==> config.mk <==
export PLATFORM = sky130hd
export DESIGN_NAME = isi_vit_eq
export DESIGN_NICKNAME = d
export VERILOG_FILES = /design/src/rtl/isi_vit_pkg.sv /design/src/rtl/isi_vit_bmu.sv /design/src/rtl/isi_vit_acs.sv /design/src/rtl/isi_vit_tbu.sv /design/src/rtl/isi_vit_eq.sv
export SDC_FILE = /design/constraint.sdc
export NUM_CORES = 2
export LEC_CHECK = 0
export BUFFER_PORTS_ARGS = -buffer_cell sky130_fd_sc_hd__buf_2
export CAP_MARGIN = 10
export CORE_UTILIZATION = 55
export CTS_CLUSTER_DIAMETER = 40
export CTS_CLUSTER_SIZE = 24
export DETAILED_ROUTE_END_ITERATION = 12
export GPL_TIMING_DRIVEN = 0
export PLACE_DENSITY = 0.71
export SLEW_MARGIN = 20
export SYNTH_ARGS = -nofsm -noshare
export SYNTH_HDL_FRONTEND = slang
export SYNTH_SLANG_ARGS = --single-unit
==> constraint.sdc <==
create_clock -name clk -period 44.2 [get_ports clk]
set_clock_uncertainty 0.15 [all_clocks]
set_input_delay 6.63 -clock clk [delete_from_list [all_inputs] [get_ports clk]]
set_output_delay 6.63 -clock clk [all_outputs]
set_load 0.01 [all_outputs]
==> src/rtl/isi_vit_pkg.sv <==
`timescale 1ns/1ps
package isi_vit_pkg;
    localparam int NUM_ST = 4;   // trellis states
    localparam int NUM_BR = 8;   // branches: {b(k), b(k-1), b(k-2)}

    typedef logic [1:0] st_t;    // {b(k-1), b(k-2)}

    // Branch index for entering state nxt from the predecessor whose oldest bit is old_lsb
    function automatic logic [2:0] br_idx(input st_t nxt, input logic old_lsb);
        return {nxt, old_lsb};
    endfunction

    // Predecessor of nxt whose b(k-2) equals old_lsb
    function automatic st_t pred_of(input st_t nxt, input logic old_lsb);
        return {nxt[0], old_lsb};
    endfunction
endpackage

==> src/rtl/isi_vit_bmu.sv <==
`timescale 1ns/1ps
module isi_vit_bmu
    import isi_vit_pkg::*;
#(
    parameter int SMP_W = 8,
    parameter int TAP_W = 8,
    parameter int FRAC  = 6,
    parameter int LVL_W = TAP_W + 3,
    parameter int ERR_W = ((SMP_W > LVL_W) ? SMP_W : LVL_W) + 1,
    parameter int BM_W  = 2 * ERR_W
) (
    input  logic signed [SMP_W-1:0]        smp,
    input  logic signed [TAP_W-1:0]        h1,
    input  logic signed [TAP_W-1:0]        h2,
    output logic [NUM_BR-1:0][BM_W-1:0]    bm
);
    localparam logic signed [LVL_W-1:0] UNIT = LVL_W'(1 << FRAC);

    logic signed [LVL_W-1:0] h1_x, h2_x;
    assign h1_x = LVL_W'(h1);
    assign h2_x = LVL_W'(h2);

    // One squared-error distance per hypothesis of {b(k), b(k-1), b(k-2)}
    always_comb begin
        for (int i = 0; i < NUM_BR; i++) begin
            logic [2:0]               bi;
            logic signed [LVL_W-1:0]  lvl;
            logic signed [ERR_W-1:0]  err;
            logic signed [BM_W-1:0]   err_x;
            logic signed [BM_W-1:0]   sq;
            bi    = 3'(i);
            lvl   = (bi[2] ? UNIT : -UNIT)
                  + (bi[1] ? h1_x : -h1_x)
                  + (bi[0] ? h2_x : -h2_x);
            err   = ERR_W'(smp) - ERR_W'(lvl);
            err_x = BM_W'(err);
            sq    = err_x * err_x;
            bm[i] = $unsigned(sq);
        end
    end
endmodule

==> src/rtl/isi_vit_acs.sv <==
`timescale 1ns/1ps
module isi_vit_acs
    import isi_vit_pkg::*;
#(
    parameter int BM_W = 24,
    parameter int MW   = 32
) (
    input  logic                          clk,
    input  logic                          rst_n,
    input  logic                          in_valid,
    input  logic                          renorm,
    input  logic [NUM_BR-1:0][BM_W-1:0]   bm,
    output logic [NUM_ST-1:0]             dec,
    output st_t                           best
);
    localparam logic [MW-1:0] INIT_BIG = MW'(1) << (MW - 2);

    typedef struct packed {
        logic [NUM_ST-1:0][MW-1:0] pm;
    } acs_st_t;

    acs_st_t q, d;
    logic [MW-1:0]             mn;
    logic [NUM_ST-1:0][MW-1:0] base;
    logic [NUM_ST-1:0][MW-1:0] surv;

    always_comb begin
        // smallest accumulated distance, lowest state on a tie
        mn   = q.pm[0];
        best = '0;
        for (int s = 1; s < NUM_ST; s++) begin
            if (q.pm[s] < mn) begin
                mn   = q.pm[s];
                best = st_t'(s);
            end
        end
        // rebase after a window has been released
        for (int s = 0; s < NUM_ST; s++) begin
            base[s] = renorm ? (q.pm[s] - mn) : q.pm[s];
        end
        // add-compare-select; a tie keeps the predecessor with b(k-2)=0
        for (int n = 0; n < NUM_ST; n++) begin
            logic [MW-1:0] c0, c1;
            c0 = base[pred_of(st_t'(n), 1'b0)] + MW'(bm[br_idx(st_t'(n), 1'b0)]);
            c1 = base[pred_of(st_t'(n), 1'b1)] + MW'(bm[br_idx(st_t'(n), 1'b1)]);
            dec[n]  = (c1 < c0);
            surv[n] = (c1 < c0) ? c1 : c0;
        end
        d    = q;
        d.pm = in_valid ? surv : base;
    end

    always_ff @(posedge clk) begin
        if (!rst_n) begin
            q.pm[0] <= '0;
            for (int s = 1; s < NUM_ST; s++) q.pm[s] <= INIT_BIG;
        end else begin
            q <= d;
        end
    end


    no_overflow_chk: assert property (@(posedge clk) disable iff (!rst_n)
        !(q.pm[0][MW-1] | q.pm[1][MW-1] | q.pm[2][MW-1] | q.pm[3][MW-1]));


    renorm_zero_chk: assert property (@(posedge clk) disable iff (!rst_n)
        (renorm && !in_valid) |=> (mn == '0));


    min_grows_chk: assert property (@(posedge clk) disable iff (!rst_n)
        (in_valid && !renorm) |=> (mn >= $past(mn)));


    idle_hold_chk: assert property (@(posedge clk) disable iff (!rst_n)
        (!in_valid && !renorm) |=> $stable(q.pm));
endmodule

==> src/rtl/isi_vit_tbu.sv <==
`timescale 1ns/1ps
module isi_vit_tbu
    import isi_vit_pkg::*;
#(
    parameter int WIN = 25
) (
    input  logic              clk,
    input  logic              rst_n,
    input  logic              in_valid,
    input  logic [NUM_ST-1:0] dec,
    input  st_t               best,
    output logic              pend,
    output logic              out_valid,
    output logic              out_bit
);
    localparam int CW = $clog2(WIN + 1);

    // steps 0 and 1 of a window only decide bits of the previous window: not stored
    typedef struct packed {
        logic [CW-1:0]                   wcnt;
        logic                            pend;
        logic [WIN-1:2][NUM_ST-1:0]      mem;
        logic [WIN-1:0]                  obuf;
        logic [CW-1:0]                   ocnt;
    } tb_st_t;

    tb_st_t         q, d;
    logic [WIN-1:0] trc;

    // trace back from the best end state through the stored decisions
    always_comb begin
        logic [WIN-1:0] t;
        t          = '0;
        t[WIN-1]   = best[1];
        t[WIN-2]   = best[0];
        for (int j = WIN - 1; j >= 2; j--) begin
            t[j-2] = q.mem[j][{t[j], t[j-1]}];
        end
        trc = t;
    end

    always_comb begin
        d      = q;
        d.pend = 1'b0;
        if (in_valid) begin
            if (q.wcnt >= CW'(2)) d.mem[q.wcnt] = dec;
            if (q.wcnt == CW'(WIN - 1)) begin
                d.wcnt = '0;
                d.pend = 1'b1;
            end else begin
                d.wcnt = q.wcnt + CW'(1);
            end
        end
        if (q.pend) begin
            d.obuf = trc;
            d.ocnt = CW'(WIN);
        end else if (q.ocnt != '0) begin
            d.obuf = q.obuf >> 1;
            d.ocnt = q.ocnt - CW'(1);
        end
    end

    always_ff @(posedge clk) begin
        if (!rst_n) q <= '0;
        else        q <= d;
    end

    assign pend      = q.pend;
    assign out_valid = (q.ocnt != '0);
    assign out_bit   = q.obuf[0];


    release_start_chk: assert property (@(posedge clk) disable iff (!rst_n)
        q.pend |=> out_valid);
endmodule

==> src/rtl/isi_vit_eq.sv <==
`timescale 1ns/1ps
module isi_vit_eq
    import isi_vit_pkg::*;
#(
    parameter int SMP_W = 8,
    parameter int TAP_W = 8,
    parameter int FRAC  = 6,
    parameter int WIN   = 25
) (
    input  logic                     clk,
    input  logic                     rst_n,
    input  logic                     smp_valid,
    input  logic signed [SMP_W-1:0]  smp_data,
    input  logic signed [TAP_W-1:0]  tap1,
    input  logic signed [TAP_W-1:0]  tap2,
    output logic                     dec_valid,
    output logic                     dec_bit
);
    localparam int LVL_W = TAP_W + 3;
    localparam int ERR_W = ((SMP_W > LVL_W) ? SMP_W : LVL_W) + 1;
    localparam int BM_W  = 2 * ERR_W;
    localparam int MW    = BM_W + $clog2(WIN) + 3;

    logic [NUM_BR-1:0][BM_W-1:0] bm;
    logic [NUM_ST-1:0]           dec;
    st_t                         best;
    logic                        pend;

    isi_vit_bmu #(
        .SMP_W(SMP_W), .TAP_W(TAP_W), .FRAC(FRAC),
        .LVL_W(LVL_W), .ERR_W(ERR_W), .BM_W(BM_W)
    ) bmu_i (
        .smp (smp_data),
        .h1  (tap1),
        .h2  (tap2),
        .bm  (bm)
    );

    isi_vit_acs #(.BM_W(BM_W), .MW(MW)) acs_i (
        .clk      (clk),
        .rst_n    (rst_n),
        .in_valid (smp_valid),
        .renorm   (pend),
        .bm       (bm),
        .dec      (dec),
        .best     (best)
    );

    isi_vit_tbu #(.WIN(WIN)) tbu_i (
        .clk       (clk),
        .rst_n     (rst_n),
        .in_valid  (smp_valid),
        .dec       (dec),
        .best      (best),
        .pend      (pend),
        .out_valid (dec_valid),
        .out_bit   (dec_bit)
    );
endmodule

==> summary.md <==
| Metric | Value |
|---|---|
| Share of layout cells above drive strength 1 | `0.0357` |
| Buffers on Ports | `28` |
| Post-synthesis register bit count | `256` |
| Tmin final | `23.74 ns` |
| CTS clk-pin slew, worst paths | `0.06 ns` |
| Worst Hold Class | `flop to flop` |
| Outcome | `finished, final reports clean` |
| Number of buffers created by CTS | `54` |
| Syn_nets | `10400` |
| Max incr delay on CP | `0.97 ns` |
| Clk buf depth | `3` |
| CP Class | `flop to flop` |
| Htree depth | `2` |
| Synth async-reset ratio | `0` |
| Slew Limit Headroom | `0.128` |
| Critical path required time | `44.57 ns` |
| Largest net degree at the start of global routing | `29` |
| Starting DRT DRC Count | `4693` |
| Area share of the largest cell type after synthesis | `0.274` |
| Core area | `126000 sq um` |
| CP max-delay cell | `a2111oi_0` |
| Vias in the first global route | `59900` |
| Largest area contributor in the netlist | `fa_1` |
| Final hold viol count | `0` |
| Setup crit end kind | `flop` |
| Post-Route WL | `218 mm` |
| Unrepaired setup endpoints after global routing | `no` |
| Fin Setup TNS | `0 ns` |
| Synth cell types | `95` |
| Syn avg cell area | `8.32 sq um` |
| F_max | `42.1 MHz` |
| Horiz. Die Dim | `359 um` |
| EDFF count, synth | `0` |
| Synth Warn # | `0` |
| Critical Path Start Type | `flop` |
| Util after Layout | `0.590` |
| DPL Wire Length | `186 mm` |
| Post-Syn Area | `69900 sq um` |
| CTS-repair resized insts | `0` |
| Worst skew pair latency | `0.62 ns` |
| Average wire per standard cell | `21.4 um` |
| First-pass DRT Iterations | `12` |
| FP Rows | `130` |
| CTS tree | `yes` |
| Antenna violations before repair | `4` |
| Final setup viols | `0` |
| TritonCTS sink count | `256` |
| WP data arrival | `24.11 ns` |
| Post-Place Setup Slack | `21.82 ns` |
| Ys flop type | `dfxtp_1` |
| Congestion Overflow GR | `0` |
| Vias/cell | `5.76` |
| Layout area overhead | `6.17%` |
| Gr usage total | `0.345` |
| Root Driver | `clkbuf_16` |
| Crit-path max FO | `10` |
| Final Slew Violations | `0` |
| DIE HEIGHT | `359 um` |
| DR DRC count | `0` |
| Fill cell total of the finished layout | `11400` |
| Initial Util | `0.555` |
| Vias | `58600` |
| First-pass GRT wire length | `338 mm` |
| Final RePlAce weighted congestion | `1.06` |
| Final Cycle Share | `0.537` |
| IO Pins | `29` |
| Post-CTS Setup Bufs | `0` |
| Syn Inst Count | `8404` |
| Sequential fraction of the synthesis area | `0.0733` |
| Max-Cap Viols | `0` |
| Tightest Pin Transition | `1.31 ns` |
| Nets | `10500` |
| Top post-synthesis cells by area | `fa_1 (27%), ha_1 (18%), inv_1 (9.1%)` |
| Worst Slack Setup Final | `20.46 ns` |
| DIE AREA | `129000 sq um` |
| Crit-path most repeated cell | `o21ai_0` |
| Post-DRT Antenna Nets | `0` |
| Hold buffer count at CTS | `0` |
-- worst max-delay path, delay by kind of cell (launching register included) --
family	cells	cell delay (ns)
flip-flops	1	0.38
XOR/XNOR	1	0.21
AO/OA/AOI/OAI	45	13.66
multiplexers	3	1.04
buffers and inverters	7	4.50
AND/OR/NAND/NOR	10	1.62
adder cells (fa/ha/maj)	6	2.01
-- synthesized netlist by cell type, drive strengths merged, types with 5 or more instances --
| cell | number |
|---|---|
| or3 | 41 |
| a31oi | 17 |
| nor2b | 67 |
| a21oi | 592 |
| o21ba | 5 |
| o211ai | 41 |
| a21o | 90 |
| or2 | 12 |
| fa | 956 |
| o31ai | 32 |
| a21boi | 73 |
| o21a | 77 |
| mux2 | 76 |
| nand4 | 47 |
| dfxtp | 256 |
| mux2i | 134 |
| a2111oi | 5 |
| nor2 | 768 |
| mux4 | 5 |
| nor3b | 10 |
| a211oi | 84 |
| a311oi | 28 |
| nor4b | 5 |
| inv | 1702 |
| clkinv | 20 |
| nor4 | 7 |
| buf | 32 |
| a221oi | 5 |
| clkbuf | 164 |
| o21ai | 303 |
| xor2 | 91 |
| a211o | 6 |
| and3 | 9 |
| nand3 | 57 |
| and2 | 55 |
| ha | 1013 |
| o21bai | 254 |
| nand2 | 562 |
| nor3 | 69 |
| xnor2 | 486 |
| nand2b | 92 |
| o22ai | 5 |
-- routing by layer --
layer	global-route usage	up-vias	part of all wire
met3	0.0562	471	0.085
met2	0.572	2135	0.46
li1	-	27300	-
met5	0	-	0.00011
met1	0.442	28800	0.41
met4	0.152	4	0.052
-- state kept, by name, indices dropped and copies added, names as in the netlist --
| signal | count |
|---|---|
| tbu_i.pend | 1 |
| acs_i.q | 128 |
| tbu_i.q | 126 |
| tbu_i.out_bit | 1 |
-- cell usage in the layout (no fill, tap or decap), drive strengths merged, types with 17 or more instances in the layout --
cell and instances:
nand4 47, a31oi 17, xnor2 486, mux2 76, o21a 77, clkbuf 225, o21bai 254, o211ai 41
nand2 562, a211oi 84, a21oi 592, o31ai 32, clkinv 36, nor2 768, ha 1013, buf 62
nor3 69, fa 956, and2 55, a21o 90, xor2 91, or3 41, nor2b 67, nand3 57
mux2i 134, dfxtp 256, a21boi 73, a311oi 28, o21ai 303, nand2b 92, inv 1708
-- cells by family (layout without fill, tap and decap cells) --
logic type                 count (synthesis)  in the layout  synth area share
AOI/OAI and AO/OA                       1648           1648             0.147
DFF                                      256            256            0.0733
and+or+nand+nor                         1818           1818             0.115
muxes                                    215            215            0.0335
buffers and inverters                   1919           2049             0.104
other                                      0              4                 0
xor gates and xnor gates                 579            579            0.0729
adders and majority gates               1969           1969             0.455
-- final timing paths --
| path | from | to | slack [ns] | cells after the start |
|---|---|---|---|---|
| setup reg to reg | acs_i.q[23] | acs_i.q[75] | 20.46 | 72 |
| hold / removal | tbu_i.q[113] | tbu_i.q[113] | 0.31 | 2 |
| hold reg to reg | tbu_i.q[113] | tbu_i.q[113] | 0.31 | 2 |
| setup / recovery | acs_i.q[23] | acs_i.q[75] | 20.46 | 72 |
-- layout make-up --
| class | count | area [sq um] | share of cell area |
|---|---|---|---|
| multi-input cells | 6229 | 57700 | 0.778 |
| well taps | 1650 | 2060 | 0.0278 |
| clock inverters | 39 | 470 | 0.00634 |
| repair buffers | 30 | 159 | 0.00214 |
| plain buffers | 197 | 787 | 0.0106 |
| diodes | 4 | 10.0 | 0.000135 |
| flip-flops and latches | 256 | 5120 | 0.0690 |
| inverters | 1722 | 6460 | 0.0871 |
| clock buffers | 61 | 1440 | 0.0194 |
-- metrics by stage --
| step | instance area [sq um] | cells | hold WS (ns) |
|---|---|---|---|
| 2_1_floorplan | 69900 | 8404 | 0.283 |
| 3_3_place_gp | 72100 | 10100 | 0.289 |
| 3_5_place_dp | 72300 | 10100 | 0.301 |
| 4_1_cts | 74200 | 10200 | 0.310 |
| 5_1_grt | 74200 | 10200 | 0.336 |
| 6_report | 74200 | 10200 | 0.309 |
Power is not shown: default switching activity piles up to over one toggle a cycle in this logic, so the estimate is an artifact.
